--- config.mk ---
export PLATFORM = sky130hd
export DESIGN_NAME = cfg_stream_mem
export DESIGN_NICKNAME = d
export VERILOG_FILES = /design/src/rtl/cfg_stream_pkg.sv /design/src/rtl/cfg_image_rom.sv /design/src/rtl/cfg_read_seq.sv /design/src/rtl/cfg_out_stage.sv /design/src/rtl/cfg_stream_mem.sv
export SDC_FILE = /design/constraint.sdc
export NUM_CORES = 1
export LEC_CHECK = 0
export CORE_MARGIN = 2
export CORE_UTILIZATION = 54
export CTS_BUF_LIST = sky130_fd_sc_hd__clkbuf_4 sky130_fd_sc_hd__clkbuf_8 sky130_fd_sc_hd__clkbuf_16
export CTS_CLUSTER_DIAMETER = 40
export DETAILED_ROUTE_END_ITERATION = 7
export DONT_BUFFER_PORTS = 1
export GPL_ROUTABILITY_DRIVEN = 0
export PLACE_DENSITY_LB_ADDON = 0.2
export SETUP_SLACK_MARGIN = 0.05
export SLEW_MARGIN = 20
export SYNTH_ARGS = -nofsm -noshare
export SYNTH_HDL_FRONTEND = slang
export SYNTH_SLANG_ARGS = --single-unit
--- constraint.sdc ---
create_clock -name clk_i -period 1.5 [get_ports clk_i]
set_input_delay 0.075 -clock clk_i [delete_from_list [all_inputs] [get_ports clk_i]]
set_output_delay 0.075 -clock clk_i [all_outputs]
set_load 0.03 [all_outputs]
--- src/rtl/cfg_stream_pkg.sv ---
package cfg_stream_pkg;

  typedef enum logic {
    MODE_SERIAL = 1'b0,
    MODE_BYTE   = 1'b1
  } rd_mode_e;

  typedef struct packed {
    logic [2:0] bit_sel;
    logic       step;
    logic       last_bit;
  } seq_ctl_t;

  function automatic logic [7:0] pick_msb_first(input logic [7:0] b, input logic [2:0] sel);
    return {7'b0, b[3'd7 - sel]};
  endfunction

endpackage

--- src/rtl/cfg_image_rom.sv ---
module cfg_image_rom #(
  parameter int unsigned DEPTH = 16,
  parameter int unsigned AW    = $clog2(DEPTH + 1),
  parameter logic [DEPTH*8-1:0] INIT = {DEPTH{8'h96}}
) (
  input  logic [AW-1:0] addr_i,
  output logic [7:0]    byte_o
);

  logic [7:0] rom_arr [DEPTH];

  for (genvar g = 0; g < DEPTH; g++) begin : g_word
    assign rom_arr[g] = INIT[g*8 +: 8];
  end

  always_comb begin
    byte_o = '0;
    for (int k = 0; k < DEPTH; k++) begin
      if (addr_i == AW'(k)) byte_o = rom_arr[k];
    end
  end

endmodule

--- src/rtl/cfg_read_seq.sv ---
module cfg_read_seq
  import cfg_stream_pkg::*;
#(
  parameter int unsigned DEPTH = 16,
  parameter int unsigned AW    = $clog2(DEPTH + 1)
) (
  input  logic          clk_i,
  input  logic          rst_ni,
  input  logic          ce_ni,
  input  logic          oe_rst_i,
  input  logic          byte_mode_i,
  output logic [AW-1:0] addr_o,
  output logic [2:0]    bit_o,
  output logic          load_o,
  output logic          done_o
);

  localparam logic [AW-1:0] END_A = AW'(DEPTH);

  logic [AW-1:0] addr_q;
  logic [2:0]    bit_q;
  logic          done_q;
  logic          active;
  rd_mode_e      mode;

  assign mode   = rd_mode_e'(byte_mode_i);
  assign active = !ce_ni && oe_rst_i && !done_q;
  assign load_o = active && (addr_q != END_A);

  always_ff @(posedge clk_i or negedge rst_ni) begin
    if (!rst_ni) begin
      addr_q <= '0;
      bit_q  <= '0;
      done_q <= 1'b0;
    end else if (!oe_rst_i) begin
      addr_q <= '0;
      bit_q  <= '0;
      done_q <= 1'b0;
    end else if (active) begin
      if (addr_q == END_A) begin
        done_q <= 1'b1;
      end else if (mode == MODE_BYTE) begin
        addr_q <= addr_q + 1'b1;
        bit_q  <= '0;
      end else begin
        bit_q <= bit_q + 1'b1;
        if (bit_q == 3'd7) addr_q <= addr_q + 1'b1;
      end
    end
  end

  assign addr_o = addr_q;
  assign bit_o  = bit_q;
  assign done_o = done_q;

  AST_NO_OVERRUN: assert property (@(posedge clk_i) disable iff (!rst_ni)
    addr_q <= END_A);
  AST_DONE_STICKY: assert property (@(posedge clk_i) disable iff (!rst_ni)
    done_q && oe_rst_i |=> done_q);
  AST_HOLD_WHEN_OFF: assert property (@(posedge clk_i) disable iff (!rst_ni)
    ce_ni && oe_rst_i |=> $stable(addr_q) && $stable(bit_q));
  AST_REWIND: assert property (@(posedge clk_i) disable iff (!rst_ni)
    !oe_rst_i |=> addr_q == '0 && bit_q == '0 && !done_q);
  AST_BYTE_STEP: assert property (@(posedge clk_i) disable iff (!rst_ni)
    load_o && byte_mode_i |=> addr_q == $past(addr_q) + 1'b1);

endmodule

--- src/rtl/cfg_out_stage.sv ---
module cfg_out_stage
  import cfg_stream_pkg::*;
(
  input  logic       clk_i,
  input  logic       rst_ni,
  input  logic       ce_ni,
  input  logic       oe_rst_i,
  input  logic       load_i,
  input  logic       byte_mode_i,
  input  logic [7:0] byte_i,
  input  logic [2:0] bit_sel_i,
  output logic [7:0] data_o,
  output logic       drive_o
);

  logic [7:0] data_q;
  logic       vld_q;
  logic       mode_q;

  always_ff @(posedge clk_i or negedge rst_ni) begin
    if (!rst_ni) begin
      data_q <= '0;
      vld_q  <= 1'b0;
      mode_q <= 1'b0;
    end else begin
      vld_q <= load_i;
      if (load_i) begin
        mode_q <= byte_mode_i;
        data_q <= byte_mode_i ? byte_i : pick_msb_first(byte_i, bit_sel_i);
      end
    end
  end

  // item stays on the lines until the next edge; gates cut the drive at once
  assign drive_o = vld_q && !ce_ni && oe_rst_i;
  assign data_o  = drive_o ? data_q : '0;

  AST_SERIAL_HIGH_ZERO: assert property (@(posedge clk_i) disable iff (!rst_ni)
    drive_o && !mode_q |-> data_o[7:1] == '0);
  AST_NO_LOAD_NO_DRIVE: assert property (@(posedge clk_i) disable iff (!rst_ni)
    !load_i |=> !drive_o);

endmodule

--- src/rtl/cfg_stream_mem.sv ---
module cfg_stream_mem #(
  parameter int unsigned DEPTH = 16,
  parameter logic [DEPTH*8-1:0] INIT = {DEPTH{8'h96}}
) (
  input  logic       clk_i,
  input  logic       rst_ni,
  input  logic       ce_ni,
  input  logic       oe_rst_i,
  input  logic       byte_mode_i,
  output logic [7:0] data_o,
  output logic       drive_o,
  output logic       ceo_no
);

  localparam int unsigned AW = $clog2(DEPTH + 1);

  logic [AW-1:0] addr;
  logic [2:0]    bit_sel;
  logic          load;
  logic          done;
  logic [7:0]    rom_byte;

  cfg_read_seq #(.DEPTH(DEPTH), .AW(AW)) u_seq (
    .clk_i       (clk_i),
    .rst_ni      (rst_ni),
    .ce_ni       (ce_ni),
    .oe_rst_i    (oe_rst_i),
    .byte_mode_i (byte_mode_i),
    .addr_o      (addr),
    .bit_o       (bit_sel),
    .load_o      (load),
    .done_o      (done)
  );

  cfg_image_rom #(.DEPTH(DEPTH), .AW(AW), .INIT(INIT)) u_rom (
    .addr_i (addr),
    .byte_o (rom_byte)
  );

  cfg_out_stage u_out (
    .clk_i       (clk_i),
    .rst_ni      (rst_ni),
    .ce_ni       (ce_ni),
    .oe_rst_i    (oe_rst_i),
    .load_i      (load),
    .byte_mode_i (byte_mode_i),
    .byte_i      (rom_byte),
    .bit_sel_i   (bit_sel),
    .data_o      (data_o),
    .drive_o     (drive_o)
  );

  assign ceo_no = !(done && !ce_ni);

  AST_HANDOFF_QUIET: assert property (@(posedge clk_i) disable iff (!rst_ni)
    !ceo_no |-> !drive_o);
  AST_CEO_NEEDS_CE: assert property (@(posedge clk_i) disable iff (!rst_ni)
    ce_ni |-> ceo_no);

endmodule

Word level (Yosys, flattened, before mapping)
Cells that the tools add are included.

Multiplexer cells: 32. Eq/ne operators: 22. $lt $le $gt $ge: 1. Reductions and logical operators: 13. Add/sub/neg operators: 3.

Operators by type and width (number): $mux W8 (18); $eq A5 B4 Y1 const B (8); $mux W5 (5); $eq A5 B3 Y1 const B (4); $mux W3 (4); $eq A5 B2 Y1 const B (2); $logic_and A1 B1 Y1 (6); $add A5 B1 Y5 const B (1); $eq A5 B1 Y1 const B (1); $eq A5 B5 Y1 const B (1); $logic_not A5 Y1 (1); $ne A5 B5 Y1 const B (1); $lt A3 B4 Y1 const B (1); $mux W1 (4); $ne A2 B1 Y1 const B (2); $reduce_and A2 Y1 (2); $add A3 B1 Y3 const B (1); $bmux W1 S3 (1); $eq A3 B3 Y1 const B (1); $logic_not A1 Y1 (3); $ne A3 B1 Y1 const B (1); $reduce_and A3 Y1 (1); $sub A3 B3 Y3 const A (1); $ne A2 B2 Y1 const B (1).

Register bits after elaboration: 18. Word-level logic and storage cells: 76. Input port bits: 5.

Longest topological paths before layout
Gate-level depths: netlist of run 1.

Depth in word-level cells: 20. Depth in mapped cells: 7.

Hierarchy
Synthesis of run 1 repeated with hierarchy kept, for this count alone.

Cell total of the unflattened synthesis: 115. Area total of the unflattened synthesis: 1067.3 um^2.

By module, submodules not included: cfg_read_seq (seq. area each 225.2 um^2, cells an instance 52, area each 516.7 um^2, times used 1); cfg_out_stage (seq. area each 225.2 um^2, cells an instance 53, area each 484.2 um^2, times used 1); cfg_image_rom (seq. area each 0.0 um^2, cells an instance 9, area each 60.1 um^2, times used 1); cfg_stream_mem (seq. area each 0.0 um^2, cells an instance 1, area each 6.3 um^2, times used 1).

Worst setup path before layout of run 1
No wires, ideal clock.

Path kind: register to output. Start: reg u_out.vld_q. End: out data_o[2]. Path slack: -0.372 ns. Cell stages (with the launch flop): 4. Arrival: 1.797 ns. Buffers on the path: 1. Path through: dfrtp_1 nor3b_1 and2_1 buf_4.

Cells in the longest elaborated chain, start to end: 3.

Ends and longest elaborated chain: start, declared (line cfg_out_stage.sv:17) `logic vld_q;`; start signal, assigned (line cfg_out_stage.sv:26) `vld_q <= load_i;`; $logic_and A1 B1 Y1 (2 in series) (line cfg_out_stage.sv:35) `assign drive_o = vld_q && !ce_ni && oe_rst_i;`; net drive_o (line cfg_stream_mem.sv:11) `output logic drive_o,`; $mux W8 (line cfg_out_stage.sv:36) `assign data_o = drive_o ? data_q : '0;`; end, declared (line cfg_stream_mem.sv:10) `output logic [7:0] data_o,`.

The timed path passes the listed nets, and every way through them passes these cells.

Worst setup path after layout of run 1
Start: reg u_seq.addr_q[1], in the netlist u_seq.addr_o[1]. End: reg u_out.data_q[0].

Cells in the longest elaborated chain, start to end: 20.

Ends and longest elaborated chain: start, declared (line cfg_read_seq.sv:20) `logic [AW-1:0] addr_q;`; start signal, assigned (line cfg_read_seq.sv:43) `addr_q <= addr_q + 1'b1;`; start signal, assigned (line cfg_read_seq.sv:47) `if (bit_q == 3'd7) addr_q <= addr_q + 1'b1;`; $logic_not A5 Y1 (line cfg_image_rom.sv:19) `if (addr_i == AW'(k)) byte_o = rom_arr[k];`; $mux W8 (16 in series) (line cfg_image_rom.sv:19); $bmux W1 S3 (line cfg_stream_pkg.sv:15) `return {7'b0, b[3'd7 - sel]};`; $mux W1 (not written as such) (line cfg_stream_pkg.sv:15); $mux W8 (line cfg_out_stage.sv:29) `data_q <= byte_mode_i ? byte_i : pick_msb_first(byte_i, bit_sel_i);`; end signal, assigned (line cfg_out_stage.sv:29); end, declared (line cfg_out_stage.sv:16) `logic [7:0] data_q;`.

Several ways; a longest one is shown, not always the timed one. The select of a mux whose other input is x is not followed. A chain may end at the register's enable or synchronous reset.

==> flow_metrics.tcl, run 1 <==
set metrics [dict create \
    drt-total-wl_um 1950 \
    finalNetCount 113 \
    start_kind "register" \
    syn_to_final_growth_pct 35.2 \
    peakVddDrop_uv 565 \
    first_pass_iters 4 \
    die_h_um 42.5 \
    synth_area_leaders "dfrtp_1 38%, ha_1 11%, buf_4 5.6%, a21oi_1 3.8%, nand4_1 3.1%" \
    worstHoldStart "ce_ni" \
    netlist.top_cell.by_area "dfrtp_1" \
    grt-ovfl-total 0 \
    drt-initial-drc-count 13 \
    final_util_pct 80.2 \
    stdcell_area_sq_mm 0.00108 \
    p_seq_share_pct 44.9 \
    p_clk_share_pct 35.2 \
    vias_per_cell 6.01 \
    grt_pass1_vias 769 \
    io_pins 15 \
    p_switching_mw 0.222 \
    grt_max_degree 13 \
    htreeDepth 1 \
    synthTopCellsByCount "12 x dfrtp_1, 7 x ha_1, 6 x a21oi_1, 6 x buf_4, 5 x inv_1" \
    yosysUniqueCellTypes 35 \
    slowest_stage "dfrtp_2" \
    crit_fanout 4 \
    syn_inst 83 \
    dieArea_sq_mm 0.00181 \
    finalCriticalPeriod_ns 1.58 \
    grt_pass1_wl_um 3350 \
    ant_nets 0 \
    drc 0 \
    async_flop_share_pct 100 \
    crit_type "reg -> reg" \
    rows 13 \
    startpoint "u_seq.addr_o[1]" \
    p_int_mw 0.558 \
    yosysMostFrequentCell "dfrtp_1" \
    worst_pin_slew_ns 0.568 \
    antenna_found_initial 0 \
    power_frac_comb_pct 19.9 \
    slew_headroom_pct 62.0 \
    port_buffers 0 \
    drive_above_1_share_pct 40.0 \
    finalPower_mw 0.780 \
    fmaxAchievable_ghz 0.631 \
    ys_seq_area_share_pct 37.5 \
    run_status "finished, violations left" \
    rr_startpoint "u_seq.addr_o[1]" \
    syn-cell-area_sq_um 801 \
    fp.dieW_um 42.5 \
    path_clk_slew_ns 0.08 \
    yosysWarnings 0 \
    route.detailed.wl_per_inst_um 16.9 \
    place_area_sq_um 896 \
    cp.arrival_ns 1.75 \
    dp_hpwl_um 1250 \
    cellPowerDensity_mw_per_mm2 721 \
    postSynthAreaPerCell_sq_um 9.65 \
    maxCapViolCount 0 \
    crit_family "compound AO/OA/AOI/OAI gates" \
    grt.total_usage_pct 24.7 \
    start_util_pct 59.3 \
    nFillCells 87 \
    clk_path_buf_depth 2 \
    finalClockSkew_ns 0.00293 \
    slowest_delay_ns 0.41 \
    synth_top_area_share_pct 37.5 \
    pre_cts_slack_ns -0.0697 \
    clk_latency_ns 0.29 \
    synth_ff_type "dfrtp_1" \
    fin_crit_sh_pct 106 \
    cp.required_ns 1.67 \
    vias 691 \
    cts_tree "done" \
    fin_ws_ns -0.0847 \
    violations "negative hold slack, negative setup slack" \
    core_area_sq_mm 0.00135 \
    synth-edff-count 0 \
    hold_viol_final 1 \
    endpoint_kind "register" \
    netSwitchingFraction_pct 28.4 \
    final-setup-viol-count 3 \
    power_leakage_nw 0.469 \
    maxSlewViolCount 0 \
    cts_buffers 3 \
    whs_ns -0.00337 \
    cp.buffers_inverters 1 \
    numClockSinks 12 \
    synth_seq_cells 12 \
    crit_chain "inv_2 -> ha_1 -> or3_4 -> a221oi_4 -> o41ai_2" \
    clockRootBuffer "clkbuf_4" \
    rsz0062_at_grt "yes" \
    diodes 0 \
    hp-class "in -> reg" \
]
## area by class of cell
class                   instances  area, sq um  area share, %
inverters                       5         18.8           1.73
flip-flops and latches         12          302           27.9
clock buffers                   4         36.3           3.35
well taps                      15         18.8           1.73
multi-input cells              59          531           49.0
repair buffers                 20          176           16.3
## cells in the final DEF (no fill, tap or decap), types with 4 or more instances in the layout
cell type      instances
nand4_1                4
buf_4                 14
dfrtp_1               11
dlygate4sd3_1          4
o21ai_0                4
a21oi_1                5
## flip-flops by register name, indices dropped and copies added, names as in the netlist
register / count
u_seq.bit_o: 3
u_out.data_q: 2
u_seq.done_o: 1
u_seq.addr_o: 5
u_out.vld_q: 1
## timing repair
action,CTS,global route
hold endpoints to repair,20,0
hold buffers,4,0
setup buffers,2,3
pin swaps,7,9
endpoints found under the setup margin,6,11
gates resized for setup,4,10
## metrics by stage
step	hold slack [ns]	std cells	setup TNS, ns
floorplan	-0.221	85	-0.0595
global placement	-0.220	102	-0.0720
detailed placement	-0.220	102	-0.171
CTS	0.0133	112	-0.181
global route	0.0129	115	-0.722
finish	-0.00337	115	-0.204
## cell families (layout without fill, tap and decap cells)
family,after synthesis,count (layout),synth area share (%)
and+or+nand+nor,28,28,23.4
AOI/OAI and AO/OA,17,17,13.4
buffers and inverters,14,29,9.53
DFF,12,12,37.5
adders and majority gates,7,7,10.9
xor gates and xnor gates,2,2,2.19
muxes,2,2,2.50
other,1,3,0.468
## layer usage
layer	vias to the layer above	part of all wire, %	wire length (um)	GRT usage [%]
li1	326	-	-	-
met1	332	45	866	32.0
met2	24	49	950	40.3
met3	9	4.0	77	3.02
met4	0	2.7	52	11.9
met5	-	0	0	0
## final timing paths
kind | end | slack, ns | cells past startpoint
worst max-delay path | u_out.data_q[0] | -0.08 | 5
worst min-delay path | u_out.vld_q | -0.003 | 3
worst max register to register | u_out.data_q[0] | -0.08 | 5
worst min register to register | u_out.data_q[4] | 0.51 | 1
max in group asynchronous | u_seq.addr_o[1] | 0.88 | 1
min in group asynchronous | u_out.vld_q | 0.21 | 1
## tightest hold or removal path: stages
cell	delay, ns
nor3b_2	0.03
nand2_2	0.08
inv_1	0.06
## power groups by stage
stage                     registers, mW  clock network, mW  logic (mW)
after floorplan                   0.353                  0      0.0881
after global placement            0.356                  0       0.106
after detailed placement          0.357                  0       0.109
after CTS                         0.350              0.266       0.132
after global routing              0.353              0.288       0.167
final                             0.350              0.274       0.155
(Power assumes the default switching activity.)
==> inputs of run 2 (changes only) <==
--- a/config.mk
+++ b/config.mk
@@ -12,7 +12,7 @@
 export DETAILED_ROUTE_END_ITERATION = 7
 export DONT_BUFFER_PORTS = 1
 export GPL_ROUTABILITY_DRIVEN = 0
-export PLACE_DENSITY_LB_ADDON = 0.2
+export PLACE_DENSITY = 0.72
 export SETUP_SLACK_MARGIN = 0.05
 export SLEW_MARGIN = 20
 export SYNTH_ARGS = -nofsm -noshare
==> run 2 against run 1 <==
Against the previous run:
- the run still ends with negative hold slack, negative setup slack left
- register-to-register slack lost 0.05 ns
- cell area shrank 6.4%
- via count shrank 5.5%
- non-clock buffer count shrank 4
- total power shrank 11%
==> flow_metrics.tcl, run 2 (synthesis gave the netlist of run 1 again) <==
set metrics [dict create \
    power_leakage_nw 0.446 \
    syn_to_final_growth_pct 26.6 \
    hp-class "in -> reg" \
    largest_register_ffs 5 \
    r2r-end "u_seq.bit_o[0]" \
    violations "negative hold slack, negative setup slack" \
    grt_max_degree 13 \
    whs_ns -0.00425 \
    rows 13 \
    run_status "finished, violations left" \
    seqCellArea_sq_um 300 \
    crit_family "simple AND/OR/NAND/NOR gates" \
    first_pass_iters 4 \
    drt-initial-drc-count 15 \
    fmaxAchievable_ghz 0.614 \
    fin_ws_ns -0.130 \
    crit_type "reg -> reg" \
    start_kind "register" \
    fin_crit_sh_pct 109 \
    maxSlewViolCount 0 \
    die_h_um 42.5 \
    finalNetCount 109 \
    grt.total_usage_pct 21.0 \
    hold_path_end "u_out.vld_q" \
    clk_latency_ns 0.27 \
    antenna_found_initial 0 \
    r2r_setup_slack_ns -0.13 \
    clockRootBuffer "clkbuf_4" \
    numClockSinks 12 \
    cp.required_ns 1.69 \
    finalClockSkew_ns 0.00123 \
    peakVddDrop_uv 380 \
    maxCapViolCount 0 \
    grt-ovfl-total 0 \
    clk_path_buf_depth 2 \
    ff2ff_path_depth 5 \
    core_area_sq_mm 0.00135 \
    diodes 0 \
    io_pins 15 \
    rsz0062_at_grt "yes" \
    ant_nets 0 \
    path_clk_slew_ns 0.07 \
    port_buffers 0 \
    slowest_stage "dfrtp_1" \
    dieArea_sq_mm 0.00181 \
    nFillCells 83 \
    dp_hpwl_um 1190 \
    hold_viol_final 1 \
    grt_pass1_vias 623 \
    vias 653 \
    htreeDepth 1 \
    cellPowerDensity_mw_per_mm2 686 \
    grt_pass1_wl_um 2820 \
    drc 0 \
    slowest_delay_ns 0.43 \
    rr_startpoint "u_seq.addr_o[0]" \
    place_area_sq_um 896 \
    vias_per_cell 5.94 \
    slew_headroom_pct 60.7 \
    fp.dieW_um 42.5 \
    drt-total-wl_um 1840 \
    crit_fanout 4 \
    crit_chain "inv_2 -> ha_4 -> and4bb_2 -> or4_4 -> a21oi_2" \
    cp.arrival_ns 1.82 \
    worstHoldStart "ce_ni" \
    cts_buffers 3 \
    drive_above_1_share_pct 33.7 \
    worst_pin_slew_ns 0.587 \
    multiInputGateArea_sq_um 509 \
    final_util_pct 75.1 \
    endpoint_kind "register" \
    final_common_cell "dfrtp_1" \
    final_cell_mix "12 x dfrtp_1, 11 x buf_4, 5 x a21oi_1" \
    cp.buffers_inverters 1 \
    finalCriticalPeriod_ns 1.63 \
    stdcell_area_sq_mm 0.00101 \
    start_util_pct 59.3 \
    final-setup-viol-count 3 \
    cts_tree "done" \
    holdPathStages 3 \
    route.detailed.wl_per_inst_um 16.7 \
]
-- run 2: area by class of cell --
type	count	area share, %
multi-input combinational	59	50.2
sequential	12	29.6
timing repair buffer	16	14.2
clock buffer	3	2.22
inverter	5	1.85
tap	15	1.85
-- run 2: stage by stage --
stage / setup TNS [ns] / total power [mW] / worst slack [ns] / cells / hold slack, ns
final: -0.300 / 0.695 / -0.130 / 110 / -0.00425
after global routing: -0.628 / 0.724 / -0.163 / 110 / 0.0146
after CTS: -0.264 / 0.688 / -0.0923 / 109 / 0.0143
after detailed placement: -0.192 / 0.464 / -0.0745 / 102 / -0.220
after global placement: -0.0668 / 0.461 / -0.0340 / 102 / -0.220
after floorplan: -0.0595 / 0.441 / -0.0322 / 85 / -0.221
-- run 2: tightest hold or removal path: cells and delay by family --
kind	cells	cell delay [ns]
buffers and inverters	1	0.05
AND/OR/NAND/NOR	2	0.10
-- run 2: how the worst max path moves through the flow --
stage / slack, ns / depth (start not counted) / start / to
final: -0.13 / 5 / u_seq.addr_o[0] / u_seq.bit_o[0]
after global routing: -0.16 / 5 / u_seq.addr_o[0] / u_seq.bit_o[0]
after CTS: -0.09 / 5 / u_seq.addr_o[0] / u_out.data_q[0]
after detailed placement: -0.07 / 5 / u_seq.addr_o[0] / u_seq.bit_o[0]
after global placement: -0.03 / 5 / u_seq.addr_o[0] / u_seq.bit_o[0]
after floorplan: -0.03 / 5 / u_seq.addr_o[0] / u_seq.bit_o[0]
-- run 2: layer usage --
layer / share of wire [%] / vias up / global-route usage [%]
met5: 0 / - / 0
met4: 2.6 / 0 / 8.13
met3: 5.1 / 5 / 3.88
met2: 49 / 27 / 35.4
met1: 43 / 304 / 26.3
li1: - / 317 / -
-- run 2: what timing repair did --
action / in CTS / in global routing
endpoints found under the setup margin: 6 / 10
pin swaps: 9 / 6
hold buffers: 3 / 0
gates resized for setup: 5 / 4
buffers inserted: 1 / 1
hold endpoints to repair: 20 / 0
-- run 2: power by group --
group	total, mW	internal [mW]	switching (mW)
combinational	0.144	0.0644	0.0796
clock	0.201	0.0931	0.108
sequential	0.350	0.339	0.0110
total	0.695	0.496	0.199
==> inputs of run 3 (changes only) <==
--- a/config.mk
+++ b/config.mk
@@ -5,6 +5,7 @@
 export SDC_FILE = /design/constraint.sdc
 export NUM_CORES = 1
 export LEC_CHECK = 0
+export ABC_AREA = 1
 export CORE_MARGIN = 2
 export CORE_UTILIZATION = 54
 export CTS_BUF_LIST = sky130_fd_sc_hd__clkbuf_4 sky130_fd_sc_hd__clkbuf_8 sky130_fd_sc_hd__clkbuf_16
==> run 3 against run 2 <==
Against the previous run:
- the run now ends clean
- sequential cell count stayed put
- clock skew is 0.0069 ns higher
- sequential share of layout area is 4.6 points higher
- setup slack better by 0.32 ns
- routed wire length is 27% lower
- synthesized cell count is 33% higher
- count of clock-buffer cells in the layout stayed put
- clock power is 11% lower
- register-to-register slack better by 0.32 ns
- global-route usage is 4.1 points lower
- core utilization is 16 points lower
- highest routed layer unchanged
==> flow_metrics.tcl, run 3 <==
set metrics [dict create \
    run_status "complete, no violations" \
    finalNetCount 125 \
    final_common_cell "nand2_1" \
    htreeDepth 1 \
    maxSlewViolCount 0 \
    dp_hpwl_um 1050 \
    hold_viol_final 0 \
    first_pass_iters 4 \
    grt_pass1_vias 571 \
    rows 14 \
    hp-class "in -> reg" \
    drt-total-wl_um 1340 \
    synth.mux.area_fraction_pct 0 \
    largest_register_ffs 5 \
    synth-edff-count 0 \
    r2r-end "u_seq.bit_o[0]" \
    port_buffers 0 \
    diodes 0 \
    final_util_pct 59.5 \
    drc 0 \
    grt.total_usage_pct 16.8 \
    maxCapViolCount 0 \
    synthTopCellsByCount "31 x nand2_1, 17 x inv_1, 12 x dfrtp_1" \
    die_h_um 43.7 \
    fp.dieW_um 43.7 \
    p_switching_mw 0.226 \
    power_frac_comb_pct 23.1 \
    worstHoldStart "ce_ni" \
    endpoint_kind "register" \
    syn_to_final_growth_pct 4.12 \
    multiInputGateArea_sq_um 445 \
    power_leakage_nw 0.452 \
    cp.arrival_ns 1.50 \
    crit_type "reg -> reg" \
    fin_crit_sh_pct 87.6 \
    ys_seq_area_share_pct 35.3 \
    core_area_sq_mm 0.00149 \
    rr_startpoint "u_seq.addr_o[0]" \
    slew_headroom_pct 63.2 \
    drt-initial-drc-count 14 \
    peakVddDrop_uv 423 \
    tns_ns 0 \
    synthXorXnorAreaFrac_pct 0 \
    finalClockSkew_ns 0.00811 \
    ant_nets 0 \
    syn-cell-area_sq_um 851 \
    grt-ovfl-total 0 \
    netlist.top_cell.by_area "dfrtp_1" \
    drive_above_1_share_pct 21.6 \
    cts_tree "done" \
    antenna_found_initial 0 \
    nFillCells 130 \
    cp.required_ns 1.68 \
    cellPowerDensity_mw_per_mm2 824 \
    postSynthAreaPerCell_sq_um 7.73 \
    finalCriticalPeriod_ns 1.31 \
    holdPathStages 2 \
    hold_path_end "u_seq.done_o" \
    synth_compound_area_share_pct 8.38 \
    cts_setup_buffers 0 \
    grt_pass1_wl_um 2300 \
    crit_fanout 5 \
    worst_pin_slew_ns 0.550 \
    clockRootBuffer "clkbuf_4" \
    clk_latency_ns 0.26 \
    synth_top_family_by_area "simple AND/OR/NAND/NOR gates" \
    route.detailed.wl_per_inst_um 10.6 \
    synth_ff_type "dfrtp_1" \
    synth_top_area_share_pct 35.3 \
    seqCellArea_sq_um 303 \
    r2r_setup_slack_ns 0.19 \
    io_pins 15 \
    clk_path_buf_depth 2 \
    cts_buffers 3 \
    ff2ff_path_depth 8 \
    yosysMostFrequentCell "nand2_1" \
    vias 633 \
    final_cell_mix "31 x nand2_1, 15 x inv_1, 10 x dfrtp_1" \
    yosysWarnings 0 \
    start_kind "register" \
    p_seq_share_pct 52.4 \
    final-setup-viol-count 0 \
    grt_max_degree 13 \
    fmaxAchievable_ghz 0.761 \
    yosysUniqueCellTypes 21 \
    p_int_mw 0.504 \
    vias_per_cell 4.98 \
    yosys.area_share.simple_pct 31.5 \
    numClockSinks 12 \
    synthAdderAreaFrac_pct 10.3 \
    syn_inst 110 \
    path_clk_slew_ns 0.07 \
    dieArea_sq_mm 0.00191 \
    synth_seq_cells 12 \
    rsz0062_at_grt "no" \
    start_util_pct 57.1 \
    p_clk_share_pct 24.6 \
    synth_area_leaders "dfrtp_1 35%, nand2_1 14%, ha_1 10%, inv_1 7.5%, buf_4 6.2%" \
    async_flop_share_pct 100 \
    netSwitchingFraction_pct 30.9 \
]
[run 3: through the flow]
| stage | setup WS [ns] | cell area, sq um | std cells | hold WS [ns] | power [mW] |
|---|---|---|---|---|---|
| 2_1_floorplan | 0.233 | 858 | 112 | -0.221 | 0.518 |
| 3_3_place_gp | 0.144 | 836 | 122 | -0.220 | 0.532 |
| 3_5_place_dp | 0.125 | 836 | 122 | -0.220 | 0.539 |
| 4_1_cts | 0.110 | 878 | 127 | 0.0114 | 0.743 |
| 5_1_grt | 0.0626 | 886 | 127 | 0.0197 | 0.796 |
| 6_report | 0.186 | 886 | 127 | 0.0257 | 0.730 |
[run 3: worst max path at each step]
stage	startpoint	end	slack (ns)	cells past startpoint
after global placement	u_seq.addr_o[0]	u_seq.bit_o[0]	0.14	9
final	u_seq.addr_o[0]	u_seq.bit_o[0]	0.19	8
after global routing	u_seq.addr_o[1]	u_seq.addr_o[4]	0.06	7
after CTS	u_seq.addr_o[0]	u_seq.bit_o[0]	0.11	8
after floorplan	u_out.vld_q	data_o[2]	0.23	3
after detailed placement	u_seq.addr_o[0]	u_seq.bit_o[0]	0.13	9
[run 3: kinds of logic after synthesis]
family | Yosys count
simple gates | 54
buf+inv | 25
flops | 12
compound gates | 11
fa+ha+maj | 7
other cells | 1
[run 3: power by group through the flow]
| stage | combinational, mW | sequential (mW) | clock (mW) |
|---|---|---|---|
| after floorplan | 0.139 | 0.379 | 0 |
| after global placement | 0.147 | 0.385 | 0 |
| after detailed placement | 0.155 | 0.385 | 0 |
| after CTS | 0.169 | 0.379 | 0.196 |
| after global routing | 0.195 | 0.387 | 0.214 |
| final | 0.168 | 0.382 | 0.179 |
[run 3: layer usage]
| metal | part of all wire [%] | vias to the layer above | track usage, % |
|---|---|---|---|
| met2 | 43 | 21 | 25.3 |
| met4 | 0.97 | 0 | 4.24 |
| met1 | 49 | 273 | 22.2 |
| met3 | 7.2 | 2 | 7.50 |
| met5 | 0 | - | 0 |
| li1 | - | 337 | - |
[run 3: area by class of cell]
class	instances	area share, %
Multi-Input combinational cell	75	50.3
Clock buffer	3	2.54
Sequential cell	12	34.2
Inverter	18	7.63
Timing Repair Buffer	3	3.11
Tap cell	16	2.26
[run 3: timing repair]
item / 4_1_cts / 5_1_grt
endpoints found under the setup margin: 0 / 10
hold endpoints to repair: 20 / 0
hold buffers: 2 / 0
gates resized for setup: 0 / 6
[run 3: critical path, cell delays in order, from the launching register on]
cell,delay (ns)
dfrtp_2,0.44
inv_2,0.09
ha_2,0.18
nand2_1,0.06
inv_2,0.07
nand2_2,0.08
nand2_4,0.10
nand2_2,0.09
o21ai_2,0.13
